### src/rtl/hx_pkg.sv
package hx_pkg;
  localparam logic [1:0] CODE_IDLE  = 2'b00;
  localparam logic [1:0] CODE_HOLD  = 2'b01;
  localparam logic [1:0] CODE_GRANT = 2'b11;

  typedef enum logic [1:0] {
    ST_PHY_IDLE = 2'd0,
    ST_GRANT    = 2'd1,
    ST_HANDOFF  = 2'd2,
    ST_LINK     = 2'd3
  } hx_state_e;
endpackage

### src/rtl/hx_hold_counter.sv
module hx_hold_counter #(
  parameter int MAX_HOLD = 47,
  localparam int CW = $clog2(MAX_HOLD + 1)
) (
  input  logic          clk,
  input  logic          rst_n,
  input  logic          clr,
  input  logic          inc,
  output logic [CW-1:0] count,
  output logic          full
);
  logic [CW-1:0] cnt_q, cnt_d;
  logic          cnt_en;

  always_comb begin
    cnt_en = clr | (inc & ~full);
    cnt_d  = clr ? '0 : cnt_q + 1'b1;
  end

  always_ff @(posedge clk or negedge rst_n) begin
    if (!rst_n)      cnt_q <= '0;
    else if (cnt_en) cnt_q <= cnt_d;
  end

  assign count = cnt_q;
  assign full  = (cnt_q == CW'(MAX_HOLD));

  AST_HOLD_BOUND: assert property (@(posedge clk) disable iff (!rst_n)
    cnt_q <= CW'(MAX_HOLD));
endmodule

### src/rtl/hx_cancel_judge.sv
module hx_cancel_judge
  import hx_pkg::*;
#(
  parameter int MAX_HOLD = 47
) (
  input  logic       clk,
  input  logic       rst_n,
  input  logic       clr,
  input  logic       active,
  input  logic [1:0] code,
  output logic       done,
  output logic       err
);
  localparam int CW = $clog2(MAX_HOLD + 1);

  logic [1:0]    idle_run_q, idle_run_d;
  logic          got_hold_q, got_hold_d;
  logic          run_en;
  logic          is_idle, is_hold;
  logic          hold_full;
  logic [CW-1:0] hold_cnt;

  hx_hold_counter #(.MAX_HOLD(MAX_HOLD)) u_hold (
    .clk   (clk),
    .rst_n (rst_n),
    .clr   (clr),
    .inc   (active & is_hold),
    .count (hold_cnt),
    .full  (hold_full)
  );

  always_comb begin
    is_idle = (code == CODE_IDLE);
    is_hold = (code == CODE_HOLD);
    done = 1'b0;
    err  = 1'b0;
    if (active) begin
      if (is_idle) begin
        done = got_hold_q ? (idle_run_q == 2'd1) : (idle_run_q == 2'd2);
      end else if (is_hold) begin
        err = (got_hold_q && idle_run_q != 2'd0) ||
              (!got_hold_q && idle_run_q > 2'd1) || hold_full;
      end else begin
        err = 1'b1;
      end
    end
  end

  always_comb begin
    run_en     = clr | active;
    idle_run_d = idle_run_q;
    got_hold_d = got_hold_q;
    if (clr) begin
      idle_run_d = 2'd0;
      got_hold_d = 1'b0;
    end else if (is_idle) begin
      idle_run_d = (idle_run_q == 2'd3) ? idle_run_q : idle_run_q + 2'd1;
    end else if (is_hold) begin
      idle_run_d = 2'd0;
      got_hold_d = 1'b1;
    end
  end

  always_ff @(posedge clk or negedge rst_n) begin
    if (!rst_n) begin
      idle_run_q <= 2'd0;
      got_hold_q <= 1'b0;
    end else if (run_en) begin
      idle_run_q <= idle_run_d;
      got_hold_q <= got_hold_d;
    end
  end

  AST_ONE_VERDICT: assert property (@(posedge clk) disable iff (!rst_n)
    !(done && err));
  AST_HOLD_NEEDS_COUNT: assert property (@(posedge clk) disable iff (!rst_n)
    (active && got_hold_q) |-> (hold_cnt != '0));
endmodule

### src/rtl/link_handover_ctrl.sv
module link_handover_ctrl
  import hx_pkg::*;
#(
  parameter int MAX_HOLD = 47
) (
  input  logic       clk,
  input  logic       rst_n,
  input  logic       xmit_req,
  input  logic [1:0] link_ctl,
  output logic [1:0] phy_ctl,
  output logic       phy_ctl_oe,
  output logic       phy_d_oe,
  output logic       null_done,
  output logic       proto_err
);
  hx_state_e state_q, state_d;
  logic      win_done, win_err;
  logic      done_q, err_q;
  logic      in_link;

  assign in_link = (state_q == ST_LINK);

  hx_cancel_judge #(.MAX_HOLD(MAX_HOLD)) u_judge (
    .clk    (clk),
    .rst_n  (rst_n),
    .clr    (state_q == ST_HANDOFF),
    .active (in_link),
    .code   (link_ctl),
    .done   (win_done),
    .err    (win_err)
  );

  always_comb begin
    state_d = state_q;
    unique case (state_q)
      ST_PHY_IDLE: if (xmit_req) state_d = ST_GRANT;
      ST_GRANT:    state_d = ST_HANDOFF;
      ST_HANDOFF:  state_d = ST_LINK;
      ST_LINK:     if (win_done || win_err) state_d = ST_PHY_IDLE;
      default:     state_d = ST_PHY_IDLE;
    endcase
  end

  always_ff @(posedge clk or negedge rst_n) begin
    if (!rst_n) begin
      state_q <= ST_PHY_IDLE;
      done_q  <= 1'b0;
      err_q   <= 1'b0;
    end else begin
      state_q <= state_d;
      done_q  <= in_link & win_done;
      err_q   <= in_link & win_err;
    end
  end

  assign phy_ctl    = (state_q == ST_GRANT) ? CODE_GRANT : CODE_IDLE;
  assign phy_ctl_oe = ~in_link;
  assign phy_d_oe   = ~in_link;
  assign null_done  = done_q;
  assign proto_err  = err_q;

  AST_GRANT_THEN_IDLE: assert property (@(posedge clk) disable iff (!rst_n)
    (phy_ctl == CODE_GRANT) |=> (phy_ctl_oe && phy_ctl == CODE_IDLE));
  AST_HANDOFF_RELEASE: assert property (@(posedge clk) disable iff (!rst_n)
    (phy_ctl_oe && $past(phy_ctl) == CODE_GRANT) |=> !phy_ctl_oe);
  AST_RETURN_IDLE: assert property (@(posedge clk) disable iff (!rst_n)
    $rose(phy_ctl_oe) |-> (phy_ctl == CODE_IDLE));
  AST_DONE_PULSE: assert property (@(posedge clk) disable iff (!rst_n)
    null_done |=> !null_done);
  AST_ERR_PULSE: assert property (@(posedge clk) disable iff (!rst_n)
    proto_err |=> !proto_err);
  AST_STATUS_ON_RETURN: assert property (@(posedge clk) disable iff (!rst_n)
    (null_done || proto_err) |-> ($rose(phy_ctl_oe) && phy_ctl == CODE_IDLE));
endmodule

### config.mk
export PLATFORM = sky130hd
export DESIGN_NAME = link_handover_ctrl
export DESIGN_NICKNAME = d
export VERILOG_FILES = /design/src/rtl/hx_pkg.sv /design/src/rtl/hx_hold_counter.sv /design/src/rtl/hx_cancel_judge.sv /design/src/rtl/link_handover_ctrl.sv
export SDC_FILE = /design/constraint.sdc
export NUM_CORES = 1
export LEC_CHECK = 0
export ABC_AREA = 1
export ABC_CLOCK_PERIOD_IN_PS = 2900
export BUFFER_PORTS_ARGS = -buffer_cell sky130_fd_sc_hd__clkbuf_2
export CORE_AREA = 2 2 52 54
export CTS_BUF_LIST = sky130_fd_sc_hd__clkbuf_8
export DETAILED_ROUTE_END_ITERATION = 10
export DIE_AREA = 0 0 54 56
export PLACE_DENSITY_LB_ADDON = 0.3
export RECOVER_POWER = 25
export SYNTH_ARGS = -nofsm -noshare
export SYNTH_HDL_FRONTEND = slang
export SYNTH_SLANG_ARGS = --single-unit
export TNS_END_PERCENT = 100
### constraint.sdc
create_clock -name clk -period 2.9 [get_ports clk]
set_input_delay 0 -clock clk [delete_from_list [all_inputs] [get_ports clk]]
set_output_delay 0 -clock clk [all_outputs]
set_load 0.05 [all_outputs]
Word level (Yosys, flattened, before mapping)
Cells that the tools add are included.
Widths: inputs -> output; s select.
- flip-flop bits (word level): 13
- input port bits: 5
- output and inout port bits: 6
- logic and storage cells: 61
- add/sub/neg operators: 2
- order comparisons: 1
- eq/ne operators: 12
- mux-type cells: 18
- bitwise operators: 8
- reductions and logical operators: 14
- operators by type and width (kind ; count):
    $mux 2 ; 7
    $mux 1 ; 9
    $eq 2x2->1 const B ; 4
    $pmux 2 s4 ; 1
    $add 6x1->6 const B ; 1
    $eq 2x1->1 const B ; 3
    $eq 6x6->1 const B ; 1
    $mux 6 ; 1
    $reduce_and 3->1 ; 2
    $and 1x1->1 ; 4
    $logic_not 2->1 ; 2
    $ne 2x1->1 const B ; 2
    $reduce_bool 2->1 ; 2
    $logic_or 1x1->1 ; 3
    $ne 3x2->1 const B ; 1
    $reduce_bool 3->1 ; 1
    $add 2x1->2 const B ; 1
    $gt 2x1->1 const B ; 1
    $logic_and 1x1->1 ; 2
    $ne 2x2->1 const B ; 1
    $not 1->1 ; 2
    $or 1x1->1 ; 2
    $reduce_and 2->1 ; 1
    $logic_not 1->1 ; 1

Logic depth before layout (Yosys ltp)
- depth in word-level cells: 10
- gate-level depth with buffers: 10
- mapped depth without buffers: 10

Cells and area by module
Synthesis repeated with hierarchy kept, for this count alone.
- cell total of the unflattened synthesis: 119
- area, all modules: 895.9 um^2
- by module, submodules not included (module ; times used ; cells each ; area each (um^2) ; seq. area each (um^2)):
    hx_hold_counter ; 1 ; 48 ; 366.6 ; 150.1
    hx_cancel_judge ; 1 ; 42 ; 287.8 ; 75.1
    link_handover_ctrl ; 1 ; 29 ; 241.5 ; 100.1

Worst setup path before layout
No wires, ideal clock.
- path kind: reg2reg
- from: reg state_q[0]
- to: reg u_judge.u_hold.cnt_q[5], in the netlist u_judge.u_hold.count[5]
- library setup time: 122 ps
- arrival time: 1253 ps
- data required time: 2778 ps
- setup slack: 1525 ps
- stages on the path, launching flop included: 8
- path buffers: 0
- period minus slack after synthesis: 1375 ps
- cells stage by stage: dfrtp_1 ha_1 inv_2 nor2_4 nand2_4 nand2_1 nand4_1 o21ai_1
- longest elaborated chain between the ends: 4
- elaborated cells between the ends (all ways): 6
- classes of those cells: 2 x eq/ne; 1 x mux; 3 x bitwise
- RTL lines (what ; line ; RTL):
    start, declared ; link_handover_ctrl.sv:16 ; hx_state_e state_q, state_d;
    start signal, assigned ; link_handover_ctrl.sv:50 ; state_q <= state_d;
    $eq 2x2->1 ; link_handover_ctrl.sv:21 ; assign in_link = (state_q == ST_LINK);
    $and 1x1->1 ; hx_cancel_judge.sv:27 ; .inc (active & is_hold),
    $and 1x1->1 ; hx_hold_counter.sv:16 ; cnt_en = clr | (inc & ~full);
    $or 1x1->1 ; hx_hold_counter.sv:16 ;
    end signal, assigned ; hx_hold_counter.sv:22 ; else if (cnt_en) cnt_q <= cnt_d;
    end, declared ; hx_hold_counter.sv:12 ; logic [CW-1:0] cnt_q, cnt_d;
Parallel ways exist; a longest one is shown, timed or not.
A chain may end at the register's enable or synchronous reset.

Final worst setup path
- from: reg state_q[0]
- to: reg u_judge.idle_run_q[0]
- longest elaborated chain between the ends: 3
- elaborated cells between the ends (all ways): 7
- classes of those cells: 3 x eq/ne; 1 x mux; 1 x bitwise; 2 x reduce/logical
- RTL lines (what ; line ; RTL):
    $eq 2x2->1, on equally long branches ; link_handover_ctrl.sv:26, link_handover_ctrl.sv:21 ;
    $ne 3x2->1 (no source line) (tied with other cells) ; - ;
    $reduce_and 3->1 (no source line) ; - ;
    end signal, assigned ; hx_cancel_judge.sv:69 ; idle_run_q <= idle_run_d;
    end, declared ; hx_cancel_judge.sv:16 ; logic [1:0] idle_run_q, idle_run_d;
Parallel ways exist; a longest one is shown, timed or not.

==> results by stage <==
Status:
- The flow ran to the end, and the final reports show no timing, DRC or antenna violations.

STA:
- The clock period minus final worst setup slack is 1.50 ns.
- The highest achievable clock rate is 0.667 GHz.
- The worst path uses 51.7% of the clock period.
- Setup repair after global routing left no endpoint under its margin.
- At the pin with the least slew margin, the transition time is 0.775 ns.
- The max-slew violation count was 0.
- The max-slew headroom at the worst pin is 48.4%.
- The number of setup violations in the final report is 0.
- The sum of negative setup slack is 0 ns.
- The number of hold-slack violations in the final timing report is 0.
- For the final database, setup skew stands at 0.00375 ns.

Cells and area:
- With fillers left out, the area of the finished cells amounts to 985 um2.
- At the end of the flow, the number of nets in the layout was 133.
- The share of layout cells above drive strength 1 is 22.9%.
- After filler insertion, the fill cell instance count of the layout stands at 252.
- The utilization after layout is 40.5%.
- The number of diodes added for antenna fixing is 0.
- The area growth from synthesis to layout is 14.2%.

Global route:
- The total global-route track usage is 12.4%.
- The pin count of the biggest net entering global routing is 14.
- The first global-routing pass estimated 2790 um of wire.
- The sum of overflow across all layers after global routing is 0.
- The via count of the first global-routing pass is 664.
- The number of antenna violations at the first check in global routing is 0.

Worst hold path:
- The endpoint with the worst hold slack is null_done$_DFF_PN0_.
- The count of cells along the worst hold path is 4.
- The class of the most critical hold timing path is in -> reg.
- The worst hold path begins at link_ctl[1].

Critical path:
- Data on the critical path arrives at its endpoint at 1.61 ns.
- The cell at the slowest stage of the critical path is dfrtp_1.
- For this run, the slowest stage of the critical path takes 0.41 ns.
- By startpoint and endpoint, the worst setup path is classified as reg -> reg.
- Along the worst path, the maximum fanout reaches 11.
- The reg-to-reg setup timing slack is 1.40 ns.
- For the worst setup path, the data required time is 3.01 ns.
- Counting both buffers and inverters, the worst setup path holds a total of 2.
- The cell repeated most along the worst path is inv_1.
- Broken down by cell family, the worst path's largest delay share belongs to flip-flops.
- STA classifies the critical path startpoint as a register.
- The reg-to-reg startpoint is state_q[0]$_DFFE_PN0P_.
- Counting cells, the worst reg-to-reg path comes to 6.
- The signal on the critical path passes through inv_1 > ha_1 > inv_1 > nand2_1 > nand4_1 > o21ai_0.
- The endpoint kind of the worst setup timing path is a register.
- The endpoint of the worst-slack reg-to-reg timing path is u_judge.idle_run_q[0]$_DFFE_PN0P_.

Placement:
- The total half-perimeter wirelength after legalization and detailed placement is 1210 um.
- The count of port buffers added during placement is 10.
- The instance area at placement is 931 um2.
- At the end of routability-driven placement, the weighted congestion stood at 0.780.

Clock tree:
- After clock tree synthesis, the repair step resized 0 gates.
- The worst-skew pair later-pin latency is 0.24 ns.
- In this run the number of H-tree levels came out at 1.
- Counting the buffers created by CTS gives 3.
- TritonCTS built the clock tree.
- The CTS sink count is 13.
- The tree is rooted in a clkbuf_8.
- Clock-pin slew was measured on the worst setup and hold paths at 0.06 ns.
- Counting along the longest clock path gives a buffer depth of 2.

Logic synthesis:
- Counting flops with an async set or reset pin after synthesis yields a share of 100%.
- In this run, distinct cell masters in the synthesized netlist total 23.
- The share of synthesized area occupied by flip-flops and latches is 37.7%.
- The fraction of post-synthesis cell area in the top cell type by area is 37.7%.
- The most common cell in the synthesized netlist is nand2_1.
- The synthesis-stage register bit count is 13.
- The count of flip-flops with a built-in enable after synthesis is 0.
- The average instance in the mapped netlist occupies 8.13 um2.
- In the synthesized netlist, the number of instances is 106.
- Summed over all instances, the cell type with the most area after synthesis is dfrtp_1.
- The most used flip-flop cell after synthesis is dfrtp_1.
- The total number of yosys warnings is 0.
- The total nets after synthesis is 120.
- The mapped netlist covers 862 um2.
- By area the synthesized netlist is led by dfrtp_1 (38%), ha_1 (13%), nand2_1 (8.3%).
- After synthesis, the most frequently instantiated cells are nand2_1 (19), inv_1 (16), dfrtp_1 (13).

Power and ir drop:
- The static leakage is 0.523 nW.
- VDD sags by at most 621 uV.
- The cell area power density is 868 mW/mm2.

Route:
- The via count of the routed design is 659.
- Summed over all layers, the routed wires come to 1580 um.
- Dividing the detail-routed wire length by the instance count gives 10.7 um.
- The detail route stage leaves a number of antenna-violating nets equal to 0.
- For this block, the initial DRC count from the detailed router was 16.
- Dividing the detail-routed via count by the number of cells gives 4.45.
- For this run, design rule violations remaining after detail routing come to 0.
- The number of detailed-routing iterations run before antenna repair is 4.

Job:
- Max-cap violations in this run came to 0.

Die:
- The width of the die is 54 um.
- The overall die area is 0.00302 mm2.
- 11 I/O pins were placed.
- The height of the die is 56 um.
- The region available for standard cell placement spans 0.00243 mm2.
- The initial utilization of the core area, before any placement, comes to 35.4%.
- The floorplan has 18 rows.
## cells by family after synthesis
logic type,Yosys count,share of synthesized area (%)
buffers and inverters,21,10.0
XOR/XNOR,1,1.02
adder cells (fa/ha/maj),9,13.1
flip-flops,13,37.7
AO/OA/AOI/OAI,10,6.68
AND/OR/NAND/NOR,52,31.5
## worst reg2reg max path, delay by kind of cell, from the launching register on
family / cells / cell delay, ns
flip-flops: 1 / 0.41
buffers and inverters: 2 / 0.39
AND/OR/NAND/NOR: 2 / 0.26
adder cells (fa/ha/maj): 1 / 0.23
AO/OA/AOI/OAI: 1 / 0.10
## worst max-delay path by stage
stage	startpoint	to	slack (ns)	depth (start not counted)
after floorplan	state_q[0]$_DFFE_PN0P_	u_judge.u_hold.count[5]$_DFFE_PN0P_	1.53	7
after global placement	state_q[0]$_DFFE_PN0P_	u_judge.idle_run_q[1]$_DFFE_PN0P_	1.47	6
after detailed placement	state_q[0]$_DFFE_PN0P_	u_judge.idle_run_q[0]$_DFFE_PN0P_	1.43	6
after CTS	state_q[0]$_DFFE_PN0P_	u_judge.idle_run_q[0]$_DFFE_PN0P_	1.40	6
after global routing	state_q[0]$_DFFE_PN0P_	u_judge.idle_run_q[0]$_DFFE_PN0P_	1.28	6
final	state_q[0]$_DFFE_PN0P_	u_judge.idle_run_q[0]$_DFFE_PN0P_	1.40	6
## power by group
group,internal (mW),switching [mW]
Sequential,0.230,0.0452
Combinational,0.122,0.299
Clock,0.0934,0.0648
## per-stage QoR
step	setup slack [ns]	hold slack, ns	power (mW)	cells
after floorplan	1.53	-0.296	0.631	106
after global placement	1.47	-0.0772	0.699	143
after detailed placement	1.43	-0.0708	0.702	143
after CTS	1.40	0.0771	0.867	148
after global routing	1.28	0.109	0.936	148
final	1.40	0.0795	0.854	148
## per-layer routing
layer	track usage [%]	vias up	share of wire (%)
li1	-	356	-
met1	15.9	290	46
met2	19.2	11	50
met3	4.84	2	3.8
met4	3.21	0	0.76
met5	0	-	0
## layout make-up
cell class              instances  area (um2)  share of cell area, %
flip-flops and latches         13         325                   33.0
multi-input cells              72         450                   45.7
repair buffers                 11        58.8                   5.97
clock buffers                   3        41.3                   4.19
clock inverters                 1        3.75                  0.381
well taps                      30        37.5                   3.81
inverters                      18        67.6                   6.86
## state kept, by name (all words and copies together) (netlist names)
register,count
u_judge.u_hold.count,6
state_q,2
u_judge.idle_run_q,2
null_done,1
proto_err,1
u_judge.got_hold_q,1
## placed cells by master, fill, tap and decap left out
| master | netlist | layout |
|---|---|---|
| clkbuf_1 | 1 | 1 |
| dlygate4sd3_1 | 0 | 1 |
| nor2_1 | 8 | 8 |
| o21a_1 | 2 | 2 |
| a21oi_1 | 2 | 2 |
| nor3_1 | 2 | 2 |
| nand2_2 | 5 | 5 |
| nand3_1 | 6 | 6 |
| nand2_1 | 19 | 19 |
| nor2_4 | 2 | 2 |
| inv_2 | 2 | 2 |
| nand3_2 | 1 | 1 |
| inv_1 | 16 | 17 |
| or2_2 | 1 | 1 |
| nor2_2 | 2 | 2 |
| o211ai_1 | 1 | 1 |
| o21ai_0 | 2 | 2 |
| ha_1 | 9 | 9 |
| dfrtp_1 | 13 | 13 |
| nand2_4 | 2 | 2 |
| clkbuf_2 | 0 | 9 |
| nand4_1 | 4 | 4 |
| clkbuf_8 | 0 | 3 |
| o21ai_1 | 3 | 3 |
| xor2_1 | 1 | 1 |
## what timing repair did
action,4_1_cts,5_1_grt
buffers inserted,0,0
hold endpoints to repair,13,0
hold buffers,1,0
Power figures use the tool's default switching activity.
